$ cat config.mk
export PLATFORM = sky130hd
export DESIGN_NAME = tc_bmc_encoder
export DESIGN_NICKNAME = d
export VERILOG_FILES = /design/src/rtl/tc_bmc_pkg.sv /design/src/rtl/tc_halfcell_div.sv /design/src/rtl/tc_frame_seq.sv /design/src/rtl/tc_bmc_line.sv /design/src/rtl/tc_bmc_encoder.sv
export SDC_FILE = /design/constraint.sdc
export NUM_CORES = 1
export LEC_CHECK = 0
export ABC_AREA = 1
export BUFFER_PORTS_ARGS = -buffer_cell sky130_fd_sc_hd__buf_2
export CAP_MARGIN = 25
export CORE_MARGIN = 10
export CORE_UTILIZATION = 43
export CTS_BUF_LIST = sky130_fd_sc_hd__clkbuf_16
export DETAILED_ROUTE_END_ITERATION = 6
export GPL_ROUTABILITY_DRIVEN = 0
export PLACE_DENSITY = 0.71
export SLEW_MARGIN = 20
export SYNTH_ARGS = -nofsm -noshare
export SYNTH_HDL_FRONTEND = slang
export SYNTH_SLANG_ARGS = --single-unit
$ cat constraint.sdc
create_clock -name clk -period 2.05 [get_ports clk]
set_input_delay 0.1025 -clock clk [delete_from_list [all_inputs] [get_ports clk]]
set_output_delay 0.1025 -clock clk [all_outputs]
set_load 0.02 [all_outputs]
$ cat src/rtl/tc_bmc_pkg.sv
`timescale 1ns/1ps
package tc_bmc_pkg;
  localparam int unsigned FRAME_CELLS = 80;
  localparam int unsigned DATA_BITS   = 64;
  localparam int unsigned SYNC_BITS   = FRAME_CELLS - DATA_BITS;
  localparam int unsigned IDX_W       = $clog2(FRAME_CELLS);
  localparam logic [SYNC_BITS-1:0] SYNC_PATTERN = 16'h3FFD;

  typedef enum logic [1:0] {
    RATE_24 = 2'b00,
    RATE_25 = 2'b01,
    RATE_30 = 2'b10
  } rate_e;

  // Frame rate for a select code; unknown codes fall back to 30.
  function automatic int unsigned fps_of(input logic [1:0] sel);
    case (sel)
      RATE_24: return 24;
      RATE_25: return 25;
      default: return 30;
    endcase
  endfunction

  // Clock cycles per half-cell: two halves per cell, FRAME_CELLS cells per frame.
  function automatic int unsigned half_cell_cycles(input int unsigned clk_hz,
                                                   input logic [1:0] sel);
    return clk_hz / (fps_of(sel) * FRAME_CELLS * 2);
  endfunction
endpackage

$ cat src/rtl/tc_halfcell_div.sv
`timescale 1ns/1ps
module tc_halfcell_div
  import tc_bmc_pkg::*;
#(
  parameter int unsigned CLK_HZ = 48_000_000,
  parameter int unsigned DIV_W  = 14
) (
  input  logic       clk,
  input  logic       rst_n,
  input  logic       run,
  input  logic       restart,
  input  logic [1:0] rate,
  output logic       tick
);
  logic [DIV_W-1:0] cnt_q;
  logic [DIV_W-1:0] limit;

  always_comb limit = DIV_W'(half_cell_cycles(CLK_HZ, rate));

  assign tick = run && (cnt_q == limit - DIV_W'(1));

  always_ff @(posedge clk) begin
    if (!rst_n || !run || restart || tick) cnt_q <= '0;
    else                                   cnt_q <= cnt_q + DIV_W'(1);
  end


  tick_spacing_chk: assert property (@(posedge clk) disable iff (!rst_n)
    tick |=> !tick);
endmodule

$ cat src/rtl/tc_frame_seq.sv
`timescale 1ns/1ps
module tc_frame_seq
  import tc_bmc_pkg::*;
(
  input  logic                 clk,
  input  logic                 rst_n,
  input  logic                 load_valid,
  input  logic [DATA_BITS-1:0] load_data,
  input  logic                 tick,
  output logic                 load_ready,
  output logic                 active,
  output logic                 start_evt,
  output logic                 cell_evt,
  output logic                 mid_evt,
  output logic                 cur_bit
);
  logic [FRAME_CELLS-1:0] shreg_q;
  logic [IDX_W-1:0]       bit_idx_q;
  logic                   half_q;
  logic                   active_q;
  logic                   pend_v_q;
  logic [DATA_BITS-1:0]   pend_q;
  logic                   last_cell;
  logic                   frame_end;
  logic                   next_cell;
  logic                   accept;

  assign last_cell  = active_q && (bit_idx_q == IDX_W'(FRAME_CELLS - 1));
  assign frame_end  = tick && half_q && last_cell;
  assign next_cell  = tick && half_q && !last_cell;
  assign mid_evt    = tick && !half_q;
  assign start_evt  = pend_v_q && (!active_q || frame_end);
  assign cell_evt   = start_evt || next_cell;
  assign load_ready = !pend_v_q && (!active_q || last_cell);
  assign accept     = load_valid && load_ready;
  assign active     = active_q;
  assign cur_bit    = shreg_q[0];

  always_ff @(posedge clk) begin
    if (!rst_n) begin
      pend_v_q <= 1'b0;
      pend_q   <= '0;
    end else if (accept) begin
      pend_v_q <= 1'b1;
      pend_q   <= load_data;
    end else if (start_evt) begin
      pend_v_q <= 1'b0;
    end
  end

  always_ff @(posedge clk) begin
    if (!rst_n) begin
      shreg_q   <= '0;
      bit_idx_q <= '0;
      half_q    <= 1'b0;
      active_q  <= 1'b0;
    end else if (start_evt) begin
      shreg_q   <= {SYNC_PATTERN, pend_q};
      bit_idx_q <= '0;
      half_q    <= 1'b0;
      active_q  <= 1'b1;
    end else if (frame_end) begin
      active_q  <= 1'b0;
      half_q    <= 1'b0;
    end else if (next_cell) begin
      shreg_q   <= {1'b0, shreg_q[FRAME_CELLS-1:1]};
      bit_idx_q <= bit_idx_q + IDX_W'(1);
      half_q    <= 1'b0;
    end else if (mid_evt) begin
      half_q    <= 1'b1;
    end
  end


  idx_range_chk: assert property (@(posedge clk) disable iff (!rst_n)
    bit_idx_q < IDX_W'(FRAME_CELLS));


  sync_bits_chk: assert property (@(posedge clk) disable iff (!rst_n)
    (active_q && bit_idx_q >= IDX_W'(DATA_BITS)) |->
      (cur_bit == SYNC_PATTERN[4'(bit_idx_q - IDX_W'(DATA_BITS))]));


  gapless_chk: assert property (@(posedge clk) disable iff (!rst_n)
    (frame_end && pend_v_q) |=> (active_q && bit_idx_q == '0));
endmodule

$ cat src/rtl/tc_bmc_line.sv
`timescale 1ns/1ps
module tc_bmc_line (
  input  logic clk,
  input  logic rst_n,
  input  logic cell_evt,
  input  logic mid_evt,
  input  logic cur_bit,
  output logic line
);
  logic line_q;
  logic flip;

  assign flip = cell_evt || (mid_evt && cur_bit);
  assign line = line_q;

  always_ff @(posedge clk) begin
    if (!rst_n)    line_q <= 1'b0;
    else if (flip) line_q <= ~line_q;
  end
endmodule

$ cat src/rtl/tc_bmc_encoder.sv
`timescale 1ns/1ps
module tc_bmc_encoder
  import tc_bmc_pkg::*;
#(
  parameter int unsigned CLK_HZ = 48_000_000
) (
  input  logic                 clk,
  input  logic                 rst_n,
  input  logic [1:0]           rate_sel,
  input  logic                 frame_valid,
  input  logic [DATA_BITS-1:0] frame_data,
  output logic                 frame_ready,
  output logic                 line_out
);
  localparam int unsigned MAX_DIV = half_cell_cycles(CLK_HZ, RATE_24);
  localparam int unsigned DIV_W   = $clog2(MAX_DIV + 1);

  logic       tick;
  logic       active;
  logic       start_evt;
  logic       cell_evt;
  logic       mid_evt;
  logic       cur_bit;
  logic [1:0] rate_q;

  always_ff @(posedge clk) begin
    if (!rst_n)         rate_q <= RATE_30;
    else if (start_evt) rate_q <= rate_sel;
  end

  tc_halfcell_div #(.CLK_HZ(CLK_HZ), .DIV_W(DIV_W)) div_i (
    .clk(clk), .rst_n(rst_n), .run(active), .restart(start_evt),
    .rate(rate_q), .tick(tick)
  );

  tc_frame_seq seq_i (
    .clk(clk), .rst_n(rst_n), .load_valid(frame_valid), .load_data(frame_data),
    .tick(tick), .load_ready(frame_ready), .active(active), .start_evt(start_evt),
    .cell_evt(cell_evt), .mid_evt(mid_evt), .cur_bit(cur_bit)
  );

  tc_bmc_line line_i (
    .clk(clk), .rst_n(rst_n), .cell_evt(cell_evt), .mid_evt(mid_evt),
    .cur_bit(cur_bit), .line(line_out)
  );


  cell_toggle_chk: assert property (@(posedge clk) disable iff (!rst_n)
    cell_evt |=> (line_out != $past(line_out)));


  idle_hold_chk: assert property (@(posedge clk) disable iff (!rst_n)
    (!active && !start_evt) |=> $stable(line_out));


  rate_hold_chk: assert property (@(posedge clk) disable iff (!rst_n)
    (active && !start_evt) |=> $stable(rate_q));
endmodule

### After elaboration in Yosys (flattened, before gate mapping)

Index checks and enable logic that the tools add are counted.

* word-level logic and storage cells: 60
* register bits: 169
* output and inout bits: 2
* bits of input ports: 69

* reductions and logical operators: 30
* muxes and demuxes: 8
* bitwise operators: 3
* equality and inequality tests: 4
* multipliers: 1
* div/mod/pow operators: 1
* $add $sub $neg: 3

Operators with widths (number)
* $mux 78: 3
* $div 26x32->32 const A: 1
* $add 14x1->14 const B: 1
* $eq 14x14->1: 1
* $sub 14x1->14 const B: 1
* $logic_and 1x1->1: 10
* $mul 5x3->8 const B: 1
* $add 7x1->7 const B: 1
* $eq 7x7->1 const B: 1
* $logic_or 1x1->1: 7
* $pmux 3 s2: 1
* $reduce_bool 2->1: 3
* $logic_not 1->1: 5
* $mux 1: 4
* $reduce_and 2->1: 2
* $reduce_or 4->1: 1
* $not 1->1: 3
* $eq 2x1->1 const B: 1
* $logic_not 2->1: 1
* $ne 2x2->1 const B: 1
* $reduce_or 2->1: 1

### Logic depth before layout (Yosys ltp)

Gate-level depths: netlist of run 1.

* depth after elaboration: 13
* gate-level depth with buffers: 14
* mapped depth without buffers: 13

### Hierarchy

From an unflattened synthesis of run 1, not the netlist that was laid out.

* cell total of the unflattened synthesis: 1344
* area total of the unflattened synthesis: 8326.7 µm²

By module, submodules not included
* tc_frame_seq: instances 1, seq. area each 3042.9 µm², area an instance 7267.0 µm², cells an instance 1196
* tc_halfcell_div: instances 1, seq. area each 280.3 µm², area an instance 930.9 µm², cells an instance 129
* tc_bmc_encoder: instances 1, seq. area each 40.0 µm², area an instance 75.1 µm², cells an instance 11
* tc_bmc_line: instances 1, seq. area each 20.0 µm², area an instance 53.8 µm², cells an instance 8

### Worst setup path before layout of run 1

OpenSTA, ideal clock, no wires.

* path kind: register to register
* start: register div_i.cnt_q[0]
* end: register line_i.line_q (netlist: line_i.line)
* stages on the path, launching flop included: 13
* clock period less this slack: 1792 ps
* required time: 1935 ps
* arrival: 1677 ps
* library setup time: 115 ps
* setup slack: 258 ps
* buffers on the path: 2
* cells stage by stage: dfxtp_1 -> ha_1 -> nand2_1 -> nor2_1 -> nand2_1 -> nor2_1 -> nand4_2 -> nand2_2 -> nand3_2 -> buf_6 -> buf_2 -> a21oi_1 -> nor2_1

* longest elaborated chain between the ends: 8
* elaborated cells between the ends (all ways): 11
* classes of those cells: eq/ne (1); reduce/logical (10)

RTL lines
* start: declaration: RTL line tc_halfcell_div.sv:15 `logic [DIV_W-1:0] cnt_q;`
* start signal: assignment: RTL line tc_halfcell_div.sv:24 `else cnt_q <= cnt_q + DIV_W'(1);`
* $eq 14x14->1 (*): RTL line tc_halfcell_div.sv:20 `assign tick = run && (cnt_q == limit - DIV_W'(1));`
* $logic_and 1x1->1 (*): RTL line tc_halfcell_div.sv:20
* $logic_and 1x1->1: RTL line tc_frame_seq.sv:29, tc_frame_seq.sv:30
* $logic_and 1x1->1: RTL line tc_frame_seq.sv:29 `assign frame_end = tick && half_q && last_cell;`
* $logic_or 1x1->1: RTL line tc_frame_seq.sv:32 `assign start_evt = pend_v_q && (!active_q || frame_end);`
* $logic_and 1x1->1: RTL line tc_frame_seq.sv:32
* $logic_or 1x1->1: RTL line tc_frame_seq.sv:33 `assign cell_evt = start_evt || next_cell;`
* $logic_or 1x1->1 (*): RTL line tc_bmc_line.sv:13 `assign flip = cell_evt || (mid_evt && cur_bit);`
* end signal: assignment: RTL line tc_bmc_line.sv:18 `else if (flip) line_q <= ~line_q;`
* end: declaration: RTL line tc_bmc_line.sv:10 `logic line_q;`

Mark *: on every way between the ends. The rest lies on a longest branch, timed or not.
A chain may end at the register's enable or synchronous reset.

### Final worst setup path of run 1

* start: register div_i.cnt_q[1]
* end: register seq_i.shreg_q[46]

* longest elaborated chain between the ends: 8
* elaborated cells between the ends (all ways): 11
* classes of those cells: eq/ne (2); mux (1); reduce/logical (8)

RTL lines
* $eq 14x14->1 (*): RTL line tc_halfcell_div.sv:20
* $logic_and 1x1->1 (*): RTL line tc_halfcell_div.sv:20
* $logic_and 1x1->1 (*): RTL line tc_frame_seq.sv:29, tc_frame_seq.sv:30
* $logic_and 1x1->1: RTL line tc_frame_seq.sv:29
* $logic_or 1x1->1: RTL line tc_frame_seq.sv:32
* $logic_and 1x1->1: RTL line tc_frame_seq.sv:32
* $ne 2x2->1 (no line) / $reduce_bool 2->1 (equally long branches)
* $reduce_and 2->1 (no line)
* end signal: assignment: RTL line tc_frame_seq.sv:58 `shreg_q <= {SYNC_PATTERN, pend_q};`
* end signal: assignment: RTL line tc_frame_seq.sv:66 `shreg_q <= {1'b0, shreg_q[FRAME_CELLS-1:1]};`
* end: declaration: RTL line tc_frame_seq.sv:17 `logic [FRAME_CELLS-1:0] shreg_q;`

Marks and branches as above.

==> results.md, run 1 <==
- HPWL after detailed placement: 10.4 mm
- Initial antenna violation count: 0
- Final slew viol count: 0
- Final routed DRC violation total: 0
- Hold Path Class: in2reg
- Fraction of layout cells with a size suffix above 1: 0.144
- Power density relative to cell area: 858 nW/um^2
- Share of Yosys cell area claimed by the top area cell type: 0.469
- Layout-stage area growth over the synthesis result: 31.3%
- Status: complete, but fails checks
- Worst Setup SP: div_i.cnt_q[1]$_SDFF_PP0_
- Worst Path Arrival: 2.31 ns
- Setup Total Neg Slack: 0 ns
- Path depth of the worst reg2reg path: 12
- Number of input and output port buffers inserted: 70
- Routed length on met2: 9.29 mm
- Hold path depth: 3
- Peak Freq: 503 MHz
- Cells taking the most area after synthesis: dfxtp_1 47%, nand2_1 17%, nand3_1 9.8%, nor2_1 8.3%, a21oi_1 5.3%
- DIE AREA: 22,400 um^2
- Final Hold Vio Count: 1
- WL/cell: 13.9 um
- Capture endpoint of the worst hold path: rate_q[1]$_SDFFE_PN1P_
- Core Box Area: 16,500 um^2
- Setup repair after global routing missed its margin: yes
- Overall die height: 150 um
- CP Class: reg2reg
- Final Cycle Share: 0.969
- Count of distinct cell types in the synthesized netlist: 27
- Fillcell total: 1,417
- Skew-Pair Late Insertion Delay: 0.44 ns
- Max clock buf depth: 2
- Total GRT Usage: 0.160
- Final Setup Violations: 0
- Initial drt markers: 611
- Critical Path Fanout Max: 17
- Number of buffers created by CTS: 17
- Violations in the final reports: hold timing
- Met1 Routed Length: 8.92 mm
- I/O pin cnt: 71
- Vias in the first global route: 6,365
- Setup crit end kind: flop
- Actual slew at the worst max-slew pin: 0.486 ns
- Worst supply voltage drop on vdd: 0.000760 V
- Reg2Reg Launch Point: div_i.cnt_q[1]$_SDFF_PP0_
- Worst Hold Slack: -0.00597 ns
- Largest net degree at the start of global routing: 81
- Detailed-router iteration count before antenna repair: 6
- Leakage power figure: 4.14 nW
- Routed Wire Length: 19.5 mm
- Post-synthesis cell area: 7220 um^2
- Die X: 150 um
- Routed vias: 7,021
- Top layer reached by signal wires: met4
- Net total in the final layout: 1,237
- Global-route wire length before repair: 29.8 mm
- Clock root buffer: clkbuf_16
- Clock-pin transition on the worst setup and hold timing paths: 0.07 ns
- CTS tree: yes
- Site Rows: 47
- Clock Skew: 0.0165 ns
- Flop2flop setup slack: 0.06 ns
- Worst Setup Start Kind: flop
- Final Critical Period: 1.99 ns
- Required time at the worst-slack endpoint: 2.37 ns
- Starting Density: 0.437
- Count of synthesis-stage warnings from yosys: 0
- Number of instances in the synthesized netlist: 1,037
- Library cell occupying the most area in the post-synthesis netlist: dfxtp_1
- Hold Crit Start: rate_sel[1]
- Mean post-synth cell area: 6.96 um^2
- Remaining antenna violation count: 0
- Sink Count: 169
- Maximum Capacitance Violations: 0
- Max H-tree Level: 4
- Gr ovfl total: 0
- Worst flop-to-flop path endpoint: seq_i.shreg_q[46]$_SDFFE_PN0P_
- Total of flip-flops plus latches after synthesis: 169
- Final Total Pwr: 0.00813 W
- Normalized max-slew margin: 0.673
- Count of antenna diodes in the layout: 0
- Met3 routed WL: 876 um
- Share of the yosys chip area belonging to registers: 0.469
- Net count after synthesis: 1,109
- Via density per instance: 5.02
==> what timing repair did <==
| item | 4_1_cts | 5_1_grt |
|---|---|---|
| pin swaps | 1 | 5 |
| buffers inserted | 2 | 4 |
| cloned | 1 | 12 |
| endpoints found under the setup margin | 1 | 129 |
| hold endpoints to repair | 65 | 0 |
| hold buffers | 65 | 0 |
| resized for setup | 6 | 24 |
==> synthesized netlist by cell type (all sizes together) <==
library cell,count
nand4,12
xnor2,6
a31oi,12
nand2,336
nand3,142
nor2,161
a21oi,77
xor2,11
nor3,3
o22ai,1
o21ai,4
clkbuf,29
or2,1
dfxtp,169
ha,3
inv,28
nor4,1
buf,41
==> layout make-up <==
| cell class | count | area [um^2] | area share |
|---|---|---|---|
| Sequential cell | 169 | 3390 | 0.358 |
| Timing Repair Buffer | 178 | 1640 | 0.173 |
| Multi-Input combinational cell | 771 | 3460 | 0.365 |
| Clock inverter | 15 | 176 | 0.0186 |
| Inverter | 28 | 105 | 0.0111 |
| Tap cell | 220 | 275 | 0.0291 |
| Clock buffer | 17 | 425 | 0.0449 |
==> registers in the layout (all words and copies together), names as in the netlist <==
| register | cells |
|---|---|
| rate_q | 2 |
| seq_i.pend_q | 64 |
| line_i.line | 1 |
| seq_i.pend_v_q | 1 |
| seq_i.half_q | 1 |
| div_i.cnt_q | 14 |
| seq_i.active | 1 |
| seq_i.bit_idx_q | 7 |
| seq_i.shreg_q | 78 |
==> routing by layer <==
metal  up-vias  GRT usage
met5         -          0
met2       180      0.260
met3        25     0.0405
met1      3217      0.201
met4         0     0.0564
li1       3599          -
==> logic make-up (layout without fill, tap and decap cells) <==
| kind of cell | count (synthesis) | in the layout | synth area share |
|---|---|---|---|
| compound gates | 94 | 94 | 0.0674 |
| xor+xnor | 17 | 17 | 0.0206 |
| fa+ha+maj | 3 | 3 | 0.00520 |
| simple gates | 656 | 657 | 0.374 |
| buf+inv | 98 | 238 | 0.0643 |
| flops | 169 | 169 | 0.469 |
==> critical path: stages (launching register included) <==
cell and delay [ns]:
dfxtp_2 0.35, ha_1 0.15, nand2_1 0.06, nor2_2 0.12
nand2_1 0.10, nor2_4 0.14, nand4_4 0.14, nand2_4 0.14
nand3_4 0.09, buf_12 0.17, clkbuf_16 0.18, nor2_1 0.16
nor2_1 0.10
==> power breakdown <==
| group | leakage, nW | internal, W | total (W) | switching [W] |
|---|---|---|---|---|
| Sequential | 1.38 | 0.00352 | 0.00366 | 0.000136 |
| Clock | 0.292 | 0.00192 | 0.00329 | 0.00137 |
| Combinational | 2.46 | 0.000546 | 0.00118 | 0.000637 |
| Total | 4.14 | 0.00599 | 0.00813 | 0.00214 |
==> placed cells by master (no fill, tap or decap), drive strengths merged, types with 11 or more instances in the layout <==
master,instances
xor2,11
nand4,12
a21oi,77
nand3,143
dlygate4sd3,65
nand2,336
nor2,161
dfxtp,169
a31oi,12
buf,104
inv,32
clkbuf,25
==> how the worst max path moves through the flow <==
| stage | end | slack (ns) |
|---|---|---|
| after floorplan | line_i.line$_SDFFE_PN0P_ | 0.26 |
| after global placement | seq_i.pend_q[2]$_SDFFE_PN0P_ | 0.12 |
| after detailed placement | seq_i.shreg_q[43]$_SDFFE_PN0P_ | 0.04 |
| after CTS | seq_i.shreg_q[43]$_SDFFE_PN0P_ | 0.02 |
| after global routing | seq_i.shreg_q[46]$_SDFFE_PN0P_ | -0.09 |
| final | seq_i.shreg_q[46]$_SDFFE_PN0P_ | 0.06 |
==> per-stage QoR <==
stage	std cells	area [um^2]	util	worst slack, ns	hold WS (ns)
floorplan	1037	7220	-	0.258	0.237
global placement	1282	7760	0.470	0.122	0.348
detailed placement	1282	7760	0.470	0.0425	0.349
CTS	1382	9090	0.550	0.0229	0.00116
global route	1398	9470	0.573	-0.0925	0.0342
finish	1398	9470	0.573	0.0638	-0.00597
Note: power is estimated with default switching activity, not from simulation.
==> run 2, diff against run 1 <==
Settings changed: ABC_AREA 1 to 0, RECOVER_POWER set to 100.
==> run 2 against run 1 <==
  * The flow finishes with violations (setup timing)
  * Critical path depth down 5
  * Combinational power shrank 25%
  * Die area shrank 7.5%
  * Sequential cell count did not move
  * Hold slack gained 0.13 ns
  * Cell count decreased by 14%
  * Total power decreased by 7.9%
  * First-iteration DRC count down 5.4%
  * Count of clock-buffer cells in the layout stayed put
==> results.md, run 2 <==
- Status: complete, but fails checks
- Violations in the final reports: setup timing
- Count of distinct cell types in the synthesized netlist: 37 (+37%)
- Max reg flops: 78 (unchanged)
- Initial antenna violation count: 1 (+1)
- Final Critical Period: 2.11 ns (+0.124 ns)
- Net total in the final layout: 1,066 (-14%)
- Maximum Capacitance Violations: 0 (unchanged)
- Remaining antenna violation count: 0 (unchanged)
- Core Box Area: 15,100 um^2 (-8.7%)
- Global-route wire length before repair: 28.7 mm (-3.7%)
- Critical Path Fanout Max: 18 (+1)
- Mean post-synth cell area: 7.86 um^2 (+13%)
- Actual slew at the worst max-slew pin: 0.589 ns (+0.103 ns)
- Skew-Pair Late Insertion Delay: 0.42 ns (-0.02 ns)
- Peak Freq: 474 MHz (-5.9%)
- Largest net degree at the start of global routing: 66 (-19%)
- Normalized max-slew margin: 0.607 (-0.0663)
- Final Total Pwr: 0.00749 W (-7.9%)
- Share of Yosys cell area claimed by the top area cell type: 0.513 (+0.0445)
- Post-synth EDFFs: 0 (unchanged)
- Path depth of the worst reg2reg path: 7 (-5)
- Final Setup Violations: 74 (+74)
- Initial drt markers: 578 (-5.4%)
- Starting Density: 0.437 (about the same)
- Clock Skew: 0.00647 ns (-0.0101 ns)
- Final routed DRC violation total: 0 (unchanged)
- Final slew viol count: 0 (unchanged)
- Setup repair after global routing missed its margin: yes
- Hold Crit Start: rst_n
- Vias in the first global route: 6,085 (-4.4%)
- Library cell occupying the most area in the post-synthesis netlist: dfxtp_1
- Layout-stage area growth over the synthesis result: 37.8%
- Sink Count: 169 (unchanged)
- Fraction of layout cells with a size suffix above 1: 0.179 (+0.0344)
- Max H-tree Level: 4 (unchanged)
- Commonest cells after routing, fill and taps aside: 291 x nand2_1, 169 x dfxtp_1, 75 x a31oi_1, 69 x a21oi_1, 68 x buf_2
- HPWL after detailed placement: 9.57 mm (-7.9%)
- Layout Cells excl Fill: 1,196 (-14%)
- Final Hold Vio Count: 0 (-1)
- Commonest non-fill, non-tap cell in the layout: nand2_1
- Site Rows: 45 (-4.3%)
- Hold path depth: 3 (unchanged)
- Leading registers by flop count: seq_i.shreg_q (78), seq_i.pend_q (64), div_i.cnt_q (14)
- Detailed-router iteration count before antenna repair: 5 (-1)
- Number of input and output port buffers inserted: 70 (unchanged)
- Reg2Reg Launch Point: div_i.cnt_q[7]$_SDFF_PP0_
- Hold Path Class: in2reg
- I/O pin cnt: 71 (unchanged)
- Count of synthesis-stage warnings from yosys: 0 (unchanged)
- Required time at the worst-slack endpoint: 2.39 ns (+0.02 ns)
- Worst supply voltage drop on vdd: 0.000606 V (-20%)
- Routed vias: 6,373 (-9.2%)
- Capture endpoint of the worst hold path: rate_q[1]$_SDFFE_PN1P_
- CTS tree: yes
- Routed Wire Length: 18.1 mm (-6.9%)
- Total GRT Usage: 0.170 (+0.00953)
- Leakage power figure: 3.47 nW (-16%)
- Setup crit end kind: flop
- Final critical-path setup slack: -0.0602 ns (-0.124 ns)
- Overall die height: 144 um (-3.8%)
- Die X: 144 um (-3.8%)
- Worst Setup Start Kind: flop
- Worst Path Arrival: 2.45 ns (+0.14 ns)
- Net count after synthesis: 911 (-18%)
- Post-synthesis cell area: 6590 um^2 (-8.7%)
- Predominant post-synthesis flop cell: dfxtp_1
- Via density per instance: 5.33 (+6.1%)
- Worst flop-to-flop path endpoint: seq_i.shreg_q[0]$_SDFFE_PN0P_
- Final Cycle Share: 1.03 (+0.0605)
- Placed Cells: 1,078 (-16%)
- Power density relative to cell area: 824 nW/um^2 (-3.9%)
- Clock root buffer: clkbuf_16
- Share of the yosys chip area belonging to registers: 0.513 (+0.0445)
- Synth top cells by count: 295 x nand2_1, 169 x dfxtp_1, 76 x a31oi_1
- Register with the most flip-flops: seq_i.shreg_q
- Total of flip-flops plus latches after synthesis: 169 (unchanged)
- Gr ovfl total: 0 (unchanged)
- Fraction of registers with async set or reset after synthesis: 0 (unchanged)
- Most repeated cell in the gate-level netlist after synthesis: nand2_1
- WL/cell: 15.2 um (+8.9%)
- Cells taking the most area after synthesis: dfxtp_1 51%, nand2_1 17%, a31oi_1 7.2%, a21oi_1 5.4%, o21ai_1 4.8%
- Clock-pin transition on the worst setup and hold timing paths: 0.07 ns (about the same)
- DIE AREA: 20,700 um^2 (-7.5%)
- Number of buffers created by CTS: 17 (unchanged)
- Number of instances in the synthesized netlist: 839 (-19%)
- Max clock buf depth: 2 (unchanged)
- CP Class: reg2reg
- Flop2flop setup slack: -0.06 ns (-0.12 ns)
[run 2: cell families (layout without fill, tap and decap cells)]
kind of cell               count (synthesis)  in the layout  share of synthesized area
muxes                                      2              2                    0.00304
DFF                                      169            169                      0.513
buffers and inverters                     68            235                     0.0442
adders and majority gates                  3              3                    0.00569
and+or+nand+nor                          356            356                      0.215
other                                      0              1                          0
xor gates and xnor gates                  19             19                     0.0252
AOI/OAI and AO/OA                        222            223                      0.193
[run 2: cell type report]
class                      instances  area (um^2)
fill                            1250         6000
sequential                       169         3380
multi-input combinational        603         3040
antenna                            1         2.50
inverter                           5         18.8
clock buffer                      17          425
clock inverter                    15          111
timing repair buffer             198         1870
tap                              188          235
[run 2: repair_timing]
item / in CTS / in global routing
pin swaps: 5 / 2
setup buffers: 6 / 1
endpoints found under the setup margin: 88 / 103
hold endpoints to repair: 66 / 0
gates cloned: 6 / 6
hold buffers: 66 / 0
gates resized for setup: 16 / 13
[run 2: stage by stage]
step / util / setup TNS, ns / hold WS (ns) / setup slack (ns) / area (um^2)
final: 0.602 / -1.70 / 0.120 / -0.0602 / 9080
after floorplan: - / -0.871 / 0.228 / -0.0218 / 6600
after CTS: 0.589 / -0.457 / 0.0996 / -0.0479 / 8880
after detailed placement: 0.493 / -2.26 / 0.318 / -0.104 / 7440
after global placement: 0.493 / -0.492 / 0.315 / -0.0888 / 7440
after global routing: 0.602 / -13.52 / 0.133 / -0.153 / 9080
[run 2: worst max-delay path by stage]
stage,slack (ns),cells past startpoint,end,from
2_1_floorplan,-0.02,9,seq_i.pend_q[54]$_SDFFE_PN0P_,seq_i.bit_idx_q[0]$_SDFFE_PP0P_
3_3_place_gp,-0.09,7,rate_q[0]$_SDFFE_PN0P_,div_i.cnt_q[7]$_SDFF_PP0_
3_5_place_dp,-0.10,7,rate_q[0]$_SDFFE_PN0P_,div_i.cnt_q[7]$_SDFF_PP0_
4_1_cts,-0.05,7,line_i.line$_SDFFE_PN0P_,div_i.cnt_q[7]$_SDFF_PP0_
5_1_grt,-0.15,8,seq_i.shreg_q[70]$_SDFFE_PN0P_,div_i.cnt_q[7]$_SDFF_PP0_
6_report,-0.06,7,seq_i.shreg_q[0]$_SDFFE_PN0P_,div_i.cnt_q[7]$_SDFF_PP0_
[run 2: critical path: stages (launching register included)]
cell and delay (ns):
dfxtp_1 0.31, or4b_4 0.54, a221oi_4 0.31, o21ai_2 0.15
a2bb2oi_4 0.24, buf_6 0.16, buf_16 0.15, a31oi_1 0.16
[run 2: metal layers]
layer | wire length [um] | track usage | up-vias
met4 | 311 | 0.0666 | 0
met3 | 851 | 0.0442 | 25
li1 | - | - | 3174
met2 | 8800 | 0.281 | 169
met5 | 0 | 0 | -
met1 | 8170 | 0.205 | 3005
[run 2: where the power goes]
part	total, W	switching [W]	leakage [nW]	internal [W]
clock network	0.00296	0.00131	0.262	0.00165
logic	0.000889	0.000473	1.83	0.000416
registers	0.00364	0.000126	1.38	0.00352
total	0.00749	0.00191	3.47	0.00558
